File: src/rtl/repack_pkg.sv
package repack_pkg;
  localparam int unsigned SMP_W_DEF  = 12;
  localparam int unsigned N_SMP_DEF  = 5;
  localparam int unsigned WORD_W_DEF = 16;
  localparam int unsigned N_WORD_DEF = 4;

  typedef enum logic {
    TX_IDLE = 1'b0,
    TX_EMIT = 1'b1
  } tx_state_e;
endpackage

File: src/rtl/repack_tx.sv
module repack_tx
  import repack_pkg::*;
#(
  parameter int unsigned SMP_W  = SMP_W_DEF,
  parameter int unsigned N_SMP  = N_SMP_DEF,
  parameter int unsigned WORD_W = WORD_W_DEF,
  parameter int unsigned N_WORD = N_WORD_DEF
) (
  input  logic                   clk_i,
  input  logic                   rst_ni,
  input  logic                   valid_i,
  output logic                   ready_o,
  input  logic [SMP_W*N_SMP-1:0] samples_i,
  output logic                   word_valid_o,
  output logic [WORD_W-1:0]      word_o
);
  localparam int unsigned DATA_W = SMP_W * N_SMP;
  localparam int unsigned GRP_W  = WORD_W * N_WORD;
  localparam int unsigned PAD_W  = GRP_W - DATA_W;
  localparam int unsigned CNT_W  = $clog2(N_WORD);

  tx_state_e          state_q;
  logic [CNT_W-1:0]   cnt_q;
  logic [GRP_W-1:0]   grp_q;
  logic [GRP_W-1:0]   grp_in;
  logic [WORD_W-1:0]  in_words  [N_WORD];
  logic [WORD_W-1:0]  reg_words [N_WORD];
  logic               accept;

  assign grp_in = {samples_i, {PAD_W{1'b0}}};

  for (genvar g = 0; g < N_WORD; g++) begin : g_slice
    assign in_words[g]  = grp_in[GRP_W-1-g*WORD_W -: WORD_W];
    assign reg_words[g] = grp_q[GRP_W-1-g*WORD_W -: WORD_W];
  end

  assign ready_o      = (state_q == TX_IDLE);
  assign accept       = valid_i && ready_o;
  assign word_valid_o = accept || (state_q == TX_EMIT);
  // word 0 leaves straight from the input on accept
  assign word_o       = (state_q == TX_EMIT) ? reg_words[cnt_q] : in_words[0];

  always_ff @(posedge clk_i or negedge rst_ni) begin
    if (!rst_ni) begin
      state_q <= TX_IDLE;
      cnt_q   <= '0;
      grp_q   <= '0;
    end else if (accept) begin
      state_q <= TX_EMIT;
      cnt_q   <= CNT_W'(1);
      grp_q   <= grp_in;
    end else if (state_q == TX_EMIT) begin
      if (cnt_q == CNT_W'(N_WORD-1)) state_q <= TX_IDLE;
      cnt_q <= cnt_q + CNT_W'(1);
    end
  end
endmodule

File: src/rtl/repack_rx.sv
module repack_rx
  import repack_pkg::*;
#(
  parameter int unsigned SMP_W  = SMP_W_DEF,
  parameter int unsigned N_SMP  = N_SMP_DEF,
  parameter int unsigned WORD_W = WORD_W_DEF,
  parameter int unsigned N_WORD = N_WORD_DEF
) (
  input  logic                   clk_i,
  input  logic                   rst_ni,
  input  logic                   word_valid_i,
  input  logic [WORD_W-1:0]      word_i,
  output logic                   valid_o,
  output logic [SMP_W*N_SMP-1:0] samples_o
);
  localparam int unsigned DATA_W = SMP_W * N_SMP;
  localparam int unsigned GRP_W  = WORD_W * N_WORD;
  localparam int unsigned PAD_W  = GRP_W - DATA_W;
  localparam int unsigned CNT_W  = $clog2(N_WORD);

  logic [CNT_W-1:0]  cnt_q;
  logic [WORD_W-1:0] buf_q [N_WORD-1];
  logic [DATA_W-1:0] data_asm;
  logic              last;

  for (genvar g = 0; g < N_WORD-1; g++) begin : g_asm
    assign data_asm[DATA_W-1-g*WORD_W -: WORD_W] = buf_q[g];
  end
  // pad bits of the final word are dropped here
  assign data_asm[WORD_W-PAD_W-1:0] = word_i[WORD_W-1:PAD_W];

  assign last = word_valid_i && (cnt_q == CNT_W'(N_WORD-1));

  always_ff @(posedge clk_i or negedge rst_ni) begin
    if (!rst_ni) begin
      cnt_q <= '0;
      for (int i = 0; i < N_WORD-1; i++) buf_q[i] <= '0;
    end else if (word_valid_i) begin
      cnt_q <= cnt_q + CNT_W'(1);
      for (int i = 0; i < N_WORD-1; i++)
        if (cnt_q == CNT_W'(i)) buf_q[i] <= word_i;
    end
  end

  always_ff @(posedge clk_i or negedge rst_ni) begin
    if (!rst_ni) begin
      valid_o   <= 1'b0;
      samples_o <= '0;
    end else begin
      valid_o <= last;
      if (last) samples_o <= data_asm;
    end
  end
endmodule

File: src/rtl/five_four_repack.sv
module five_four_repack
  import repack_pkg::*;
#(
  parameter int unsigned SMP_W  = SMP_W_DEF,
  parameter int unsigned N_SMP  = N_SMP_DEF,
  parameter int unsigned WORD_W = WORD_W_DEF,
  parameter int unsigned N_WORD = N_WORD_DEF
) (
  input  logic                   clk_i,
  input  logic                   rst_ni,
  input  logic                   tx_valid_i,
  output logic                   tx_ready_o,
  input  logic [SMP_W*N_SMP-1:0] tx_samples_i,
  output logic                   tx_word_valid_o,
  output logic [WORD_W-1:0]      tx_word_o,
  input  logic                   rx_word_valid_i,
  input  logic [WORD_W-1:0]      rx_word_i,
  output logic                   rx_valid_o,
  output logic [SMP_W*N_SMP-1:0] rx_samples_o
);
  localparam int unsigned DATA_W = SMP_W * N_SMP;

  repack_tx #(
    .SMP_W(SMP_W), .N_SMP(N_SMP), .WORD_W(WORD_W), .N_WORD(N_WORD)
  ) u_tx (
    .clk_i        (clk_i),
    .rst_ni       (rst_ni),
    .valid_i      (tx_valid_i),
    .ready_o      (tx_ready_o),
    .samples_i    (tx_samples_i),
    .word_valid_o (tx_word_valid_o),
    .word_o       (tx_word_o)
  );

  repack_rx #(
    .SMP_W(SMP_W), .N_SMP(N_SMP), .WORD_W(WORD_W), .N_WORD(N_WORD)
  ) u_rx (
    .clk_i        (clk_i),
    .rst_ni       (rst_ni),
    .word_valid_i (rx_word_valid_i),
    .word_i       (rx_word_i),
    .valid_o      (rx_valid_o),
    .samples_o    (rx_samples_o)
  );
endmodule

File: config.mk
export PLATFORM = sky130hd
export DESIGN_NAME = five_four_repack
export DESIGN_NICKNAME = d
export VERILOG_FILES = /design/src/rtl/repack_pkg.sv /design/src/rtl/repack_tx.sv /design/src/rtl/repack_rx.sv /design/src/rtl/five_four_repack.sv
export SDC_FILE = /design/constraint.sdc
export NUM_CORES = 1
export LEC_CHECK = 0
export BUFFER_PORTS_ARGS = -buffer_cell sky130_fd_sc_hd__buf_2
export CAP_MARGIN = 40
export CORE_MARGIN = 4
export CORE_UTILIZATION = 40
export DETAILED_ROUTE_END_ITERATION = 10
export HOLD_SLACK_MARGIN = 0.15
export SLEW_MARGIN = 20
export SYNTH_ARGS = -nofsm -noshare
export SYNTH_HDL_FRONTEND = slang
export SYNTH_HIERARCHICAL = 1
export SYNTH_SLANG_ARGS = --single-unit
File: constraint.sdc
create_clock -name clk_i -period 2.3 [get_ports clk_i]
set_clock_uncertainty 0.05 [all_clocks]
set_input_delay 0.115 -clock clk_i [delete_from_list [all_inputs] [get_ports clk_i]]
set_output_delay 0.115 -clock clk_i [all_outputs]
set_load 0.01 [all_outputs]
# Yosys cells after proc, flatten, opt, wreduce, memory -nomap -nowiden
# Index checks and enable logic that the tools add are counted.
dict set report word_totals {
  reg_bits 174
  in_bits 80
}
dict set report op_classes {
  n_addsub 2
  n_lt_le_gt_ge 1
  eq_ne 4
  n_mux 9
  bitwise_logic 2
  n_reduce_logical 8
}
# operator n
set ops {}
lappend ops {{16-bit 2-to-1 mux} 3}
lappend ops {{16-bit binary-select mux with 2-bit select} 1}
lappend ops {{2-bit == test (second input constant)} 3}
lappend ops {{2-bit AND reduction} 3}
lappend ops {{2-bit by 1-bit adder with 2-bit output (second input constant)} 2}
lappend ops {{2-bit 2-to-1 mux} 2}
lappend ops {{3-bit >= comparator (second input constant)} 1}
lappend ops {{1-bit 2-to-1 mux} 3}
lappend ops {{2-bit inverter with 3-bit output} 1}
lappend ops {{2-bit by 1-bit == test with 1-bit output (second input constant)} 1}
lappend ops {{1-bit logical AND} 2}
lappend ops {{2-bit zero test} 1}
lappend ops {{2-bit nonzero test} 1}
lappend ops {{1-bit logical OR} 1}
lappend ops {{1-bit inverter} 1}

# Logic depth before layout (Yosys ltp)
# Gate-level depths: netlist of run 1.
dict set report depth {
  word_depth 5
  depth_mapped 5
}

# By module
# Netlist of run 1, hierarchy kept.
# module n_inst cells_each area_per_inst_um2 seq_area_each_um2
set modules_own_cells {}
lappend modules_own_cells {repack_rx 1 243 4201.5 2777.7}
lappend modules_own_cells {repack_tx 1 220 3012.9 1576.5}

# Worst setup path before layout of run 1
# Ideal clock, no wire load.
dict set report synth_path {
  path_kind {register to register}
  startpoint {register u_rx.cnt_q[0]}
  endpoint {register u_rx/buf_q[10] (netlist bit)}
  setup_ns 0.125
  arrival_time_ns 1.273
  required_ns 2.125
  setup_slack_ns 0.852
  path_stages_with_launch 6
  path_buffers 1
  path_cell_list {dfrtp_1 -> inv_1 -> ha_1 -> nand2_2 -> buf_4 -> mux2_2}
}
dict set report synth_via {
  elab_chain_len 2
}
# element line
set synth_rtl {}
lappend synth_rtl {{start, declared} repack_rx.sv:21} ;# logic [CNT_W-1:0] cnt_q;
lappend synth_rtl {{start signal, assigned} repack_rx.sv:39} ;# cnt_q <= cnt_q + CNT_W'(1);
lappend synth_rtl {{2-bit == test} repack_rx.sv:41} ;# if (cnt_q == CNT_W'(i)) buf_q[i] <= word_i;
lappend synth_rtl {{2-bit AND reduction (no line)} n/a}
lappend synth_rtl {{end signal, assigned by index} repack_rx.sv:41}
lappend synth_rtl {{end, declared} repack_rx.sv:22} ;# logic [WORD_W-1:0] buf_q [N_WORD-1];
# Every way passes these cells.
# A chain may end at the register's enable or synchronous reset.

# Worst setup path in the final report of run 1
dict set report layout_path {
  startpoint {register u_tx.state_q}
  endpoint {output tx_word_o[11]}
}
dict set report layout_via {
  elab_chain_len 1
}
# element line
set layout_rtl {}
lappend layout_rtl {{start, declared} repack_tx.sv:22} ;# tx_state_e state_q;
lappend layout_rtl {{start signal, assigned} repack_tx.sv:45} ;# state_q <= TX_IDLE;
lappend layout_rtl {{start signal, assigned} repack_tx.sv:49} ;# state_q <= TX_EMIT;
lappend layout_rtl {{start signal, assigned} repack_tx.sv:53} ;# if (cnt_q == CNT_W'(N_WORD-1)) state_q <= TX_IDLE;
lappend layout_rtl {{16-bit 2-to-1 mux} repack_tx.sv:41} ;# assign word_o = (state_q == TX_EMIT) ? reg_words[cnt_q] : in_words[0];
lappend layout_rtl {{end, declared} five_four_repack.sv:15} ;# output logic [WORD_W-1:0] tx_word_o,
# Every way passes these cells.

==> metrics.yaml, run 1 <==
status:
  outcome: "finished, final reports clean"
yosys:
  synth_area_per_cell_sq_um: 15.6
  synth_cell_types: 22
  ys_ff_latch: 174
  synth_edf_count: 0
  synth_most_common_cell: "dfrtp_1"
  syn_area_sq_um: 7210
  ys.flop_type: "dfrtp_1"
  synth_top_cell_area_share_pct: 60.4
  synth_commonest_cells: "174 x dfrtp_1, 169 x mux2_2, 18 x nor2_1"
  yosysSeqAreaShare_pct: 60.4
  synthTopCellsByArea: "dfrtp_1 60%, mux2_2 26%, mux2_4 2.3%"
  syn_inst: 463
  synth_nets: 548
  ys_warn_count: 6
  ys_async_sr_fraction_pct: 100
  yosysTopAreaCell: "dfrtp_1"
global_route:
  grt_pass1_vias: 4942
  antenna_found_initial: 0
  grt_max_degree: 66
  overflow: 0
  grt_pass1_wl_microns: 25400
  grt_usage_pct: 15.8
floorplanning:
  die-area_sq_um: 20200
  fp.dieH_microns: 142
  die_w_microns: 142
  boundaryPins: 159
  start_util_pct: 41.3
  design.core.area_sq_um: 17500
  rows: 48
sta:
  hold_violations: 0
  relSlewSlack_pct: 58.0
  rsz0062_at_grt: "no"
  fin_tns_setup_ps: 0
  setup_viol: 0
  fmax_mhz: 475
  worstMarginPinSlew_ps: 630
  slew_violations: 0
  finalCriticalPeriod_ps: 2100
  final.period_utilization_pct: 91.5
clock_tree:
  cts_tree: "done"
  h-tree-depth: 4
  cts_sinks: 174
  cts.clk_slew.worst_paths_ps: 70
  clock_latency_ps: 410
  cts_buffers: 17
  cts_root_buffer: "clkbuf_16"
  clockBufferDepth: 2
drt:
  drt_wl_total_microns: 15400
  ant_nets: 0
  drc: 0
  drt_first_pass_iters: 4
  avgViaCountPerCell: 4.86
  drt_iter0_drc: 130
  vias: 4560
  wl_per_cell_microns: 16.4
critical_path:
  cp_max_fo: 12
  setup.worst_path.class: "reg -> out"
  end_kind: "output port"
  cp_num_buf_inv: 2
  cpMaxStageDelayCell: "dfrtp_1"
  slowest_delay_ps: 590
  cp.arrival_ps: 1940
  crit_family: "flip-flops"
  startpoint: "u_tx/state_q"
  cp.required_ps: 2130
  critical_path.startpoint_type: "flip-flop"
  r2r_start: "u_tx/state_q"
  cp_cell_sequence: "inv_2 > nor2_2 > a221o_1 > buf_2"
cells_and_area:
  fillers: 1443
  synthToLayoutAreaGrowth_pct: 33.3
  fin_cells: 939
  fin_nets: 786
  diodes: 0
  drive_gt1_share_pct: 54.5
placement:
  dp.cells: 828
  hpwl_microns: 10200
  place_congestion: 0.729
  io_buffers: 158
min_path:
  hold_class: "in -> async"
pwr:
  powerDensity_nw_per_um2: 1390
  vdd_ir_drop_max_mv: 0.726
  p_leak_nw: 4.48
job:
  maxCapViolCount: 0
## worst paths after layout
| kind | depth (start not counted) | slack, ps | end |
|---|---|---|---|
| max in group asynchronous | 3 | 1270 | u_tx/grp_q[62] |
| max reg2reg | 3 | 500 | u_tx/grp_q[11] |
| min reg2reg | 1 | 450 | u_rx/samples_o[47] |
| min | 2 | 210 | u_tx/grp_q[34] |
| min in group clk_i | 3 | 410 | u_tx/grp_q[19] |
| max | 4 | 200 | tx_word_o[11] |
## layout make-up
class	instances	area [sq um]	share of cell area, %
Clock buffer	19	443	4.60
Clock inverter	13	159	1.65
Inverter	4	15.0	0.156
Multi-Input combinational cell	259	2640	27.5
Sequential cell	174	4350	45.3
Tap cell	225	282	2.93
Timing Repair Buffer	245	1720	17.9
## power by group
group	leakage [nW]	switching [mW]	internal (mW)
logic	2.12	2.17	2.84
registers	2.07	0.810	4.63
clock network	0.291	1.23	1.66
total	4.48	4.21	9.13
## stage by stage
stage                     power, mW  setup WS (ps)  hold WS, ps  area, sq um  util [%]
final                          13.3            195          215         9620      55.0
after global routing           14.3           22.6          254         9620      55.0
after CTS                      13.5            212          229         9620      55.0
after detailed placement       10.5            428          113         8220      47.1
after global placement         10.2            565          108         8220      47.1
after floorplan                8.84            852         -231         7210         -
## state kept, by name, summed over array words and instances (netlist names)
signal	cells
u_tx/cnt_q	2
u_tx/grp_q	60
u_rx/samples_o	60
u_rx/valid_o	1
u_rx/buf_q	48
u_tx/state_q	1
u_rx/cnt_q	2
## routing by layer
metal	up-vias	share of wire (%)	wire, microns	global-route usage [%]
met5	-	0	0	0
met4	0	1.0	156	4.80
met3	14	7.3	1120	5.41
met2	134	47	7200	24.9
met1	2282	45	6890	20.7
li1	2130	-	-	-
## layout by cell type, fill, tap and decap left out, types with 2 or more instances in the layout
cell type | Yosys | routed
buf_2 | 13 | 157
mux2i_1 | 16 | 16
o21ai_0 | 2 | 2
or2_2 | 5 | 5
nand2_2 | 4 | 4
clkinvlp_4 | 0 | 2
nor2_1 | 18 | 17
ha_1 | 5 | 5
inv_8 | 0 | 2
clkinv_4 | 0 | 2
mux2_4 | 11 | 11
inv_1 | 3 | 3
a21oi_1 | 9 | 9
dlygate4sd3_1 | 0 | 79
nand2_1 | 4 | 4
bufinv_16 | 0 | 2
buf_4 | 3 | 2
buf_12 | 1 | 6
clkinv_2 | 0 | 2
inv_6 | 0 | 2
dfrtp_1 | 174 | 174
a221o_1 | 12 | 12
clkbuf_16 | 0 | 17
mux2_2 | 169 | 169
## logic make-up (layout without fill, tap and decap cells)
| group | Yosys count | after routing | synth area share [%] |
|---|---|---|---|
| fa+ha+maj | 5 | 5 | 0.867 |
| xor+xnor | 1 | 1 | 0.121 |
| flops | 174 | 174 | 60.4 |
| mux | 196 | 196 | 30.9 |
| buf+inv | 30 | 281 | 3.14 |
| compound gates | 24 | 24 | 2.53 |
| simple gates | 33 | 33 | 2.10 |
## timing repair
item | in CTS | in global routing
setup buffers | 0 | 0
hold buffers | 79 | 0
gates resized for setup | 1 | 0
hold endpoints to repair | 273 | 0
setup endpoints to repair | 12 | 0
Power figures use the tool's default switching activity.
==> run 2, diff against run 1 <==
CAP_MARGIN = 0   (was 40)
RECOVER_POWER = 100   (was default)
TNS_END_PERCENT = 5   (was default)
==> run 2 against run 1 <==
  * The flow now finishes with violations (capacitance limit, slew limit)
  * Core utilization down 0.87 points
  * Cell count unchanged
  * Flip-flop and latch count stayed put
  * Via count decreased by 0.11%
  * Global-route usage is the same
  * Worst setup slack got worse by 20 ps
  * Non-clock buffer count stayed put
  * Largest power group unchanged
==> metrics.yaml, run 2 (same netlist as run 1, synthesis figures left out) <==
critical_path:
  cp.arrival_ps: 1960
  setup.worst_path.class: "reg -> out"
  critical_path.startpoint_type: "flip-flop"
  cp_num_buf_inv: 2
  cpMaxStageDelayCell: "dfrtp_1"
  crit_family: "flip-flops"
  cp.required_ps: 2130
  end_kind: "output port"
  cp_cell_sequence: "inv_2 > nor2_2 > a221o_1 > clkbuf_1"
  cp_max_fo: 12
  slowest_delay_ps: 590
cells_and_area:
  fin_area_sq_um: 9470
  drive_gt1_share_pct: 43.7
  diodes: 0
  mostFrequentLayoutCell: "dfrtp_1"
  fin_cells: 939
  fin_nets: 786
  synthToLayoutAreaGrowth_pct: 31.2
  layout_common_cells: "174 x dfrtp_1, 169 x mux2_2, 82 x buf_2"
  largestRegisters: "u_rx/samples_o: 60 flops, u_tx/grp_q: 60 flops, u_rx/buf_q: 48 flops"
  fillers: 1489
placement:
  hpwl_microns: 10200
  preCtsSetupSlack_ps: 428
  dpl-instance-area_sq_um: 8220
  io_buffers: 158
  place_congestion: 0.729
  dp.cells: 828
clock_tree:
  clock_latency_ps: 420
  cts_tree: "done"
  clockBufferDepth: 2
  cts_buffers: 17
  cts_sinks: 174
  cts.clk_slew.worst_paths_ps: 70
  cts_root_buffer: "clkbuf_16"
  h-tree-depth: 4
floorplanning:
  rows: 48
  boundaryPins: 159
  design.core.area_sq_um: 17500
  start_util_pct: 41.3
  die_w_microns: 142
  fp.dieH_microns: 142
  die-area_sq_um: 20200
global_route:
  overflow: 0
  grt_pass1_vias: 4942
  antenna_found_initial: 0
  grt_max_degree: 66
  grt_pass1_wl_microns: 25400
  grt_usage_pct: 15.8
sta:
  final.setup.worst_slack_ps: 176
  setup_viol: 0
  relSlewSlack_pct: -11.8
  hold_violations: 0
  rsz0062_at_grt: "no"
  worstMarginPinSlew_ps: 1680
  fmax_mhz: 471
  final.period_utilization_pct: 92.4
  fin_tns_setup_ps: 0
  finalCriticalPeriod_ps: 2120
  slew_violations: 64
pwr:
  total_power_mw: 13.1
  powerDensity_nw_per_um2: 1380
  vdd_ir_drop_max_mv: 0.732
  p_leak_nw: 4.24
drt:
  avgViaCountPerCell: 4.85
  drt_wl_total_microns: 15200
  wl_per_cell_microns: 16.2
  ant_nets: 0
  drc: 0
  drt_iter0_drc: 124
  drt_first_pass_iters: 4
  vias: 4555
status:
  violations: "capacitance limit, slew limit"
  outcome: "finished with violations"
min_path:
  hold_class: "in -> reg"
job:
  maxCapViolCount: 1
-- run 2: cell count changes in the layout (fill, tap and decap cells not counted) --
cell	delta
buf_2	-75
nand2_1	+4
clkbuf_1	+73
nand2_2	-4
clkbuf_2	+4
buf_6	+1
clkbuf_4	+1
buf_12	-4
-- run 2: final cells by class --
type / count / area, sq um / area share [%]
sequential: 174 / 4350 / 46.0
multi-input combinational: 259 / 2630 / 27.8
timing repair buffer: 245 / 1580 / 16.7
clock buffer: 19 / 443 / 4.68
tap: 225 / 282 / 2.97
clock inverter: 13 / 159 / 1.68
inverter: 4 / 15.0 / 0.159
-- run 2: path summary, 6_finish.rpt --
path                                   from                  to  slack [ps]  depth (start not counted)
max in group asynchronous            rst_ni       u_tx/grp_q[8]         380                          3
max reg2reg                   u_rx/cnt_q[0]  u_rx/samples_o[51]         210                          4
min in group asynchronous            rst_ni      u_tx/grp_q[34]         620                          2
max                            u_tx/state_q       tx_word_o[13]         180                          4
min                        tx_samples_i[15]      u_tx/grp_q[19]         410                          3
min reg2reg                   u_rx/buf_q[1]       u_rx/buf_q[1]         450                          1
-- run 2: routing by layer --
metal | up-vias | share of wire [%] | global-route usage, %
li1 | 2129 | - | -
met1 | 2289 | 45 | 20.7
met2 | 123 | 47 | 24.9
met3 | 14 | 7.0 | 5.41
met4 | 0 | 1.0 | 4.80
met5 | - | 0 | 0
-- run 2: timing repair --
item                                    4_1_cts  5_1_grt
hold buffers                                 79        0
endpoints found under the setup margin       12        0
hold endpoints to repair                    273        0
setup buffers                                 0        0
gates resized for setup                       1        0
-- run 2: where the power goes --
part,internal [mW],switching (mW),total (mW)
clock,1.66,1.24,2.89
combinational,2.60,2.16,4.76
sequential,4.63,0.819,5.45
-- run 2: metrics by stage --
stage / utilization, % / hold slack, ps
2_1_floorplan: - / -231
3_3_place_gp: 47.1 / 108
3_5_place_dp: 47.1 / 113
4_1_cts: 55.0 / 229
5_1_grt: 54.2 / 404
6_report: 54.2 / 411
-- run 2: worst register-to-register path, stage by stage, from the launching register on --
cell	delay, ps
dfrtp_1	420
ha_1	210
nand2_1	270
clkbuf_4	590
mux2_2	440
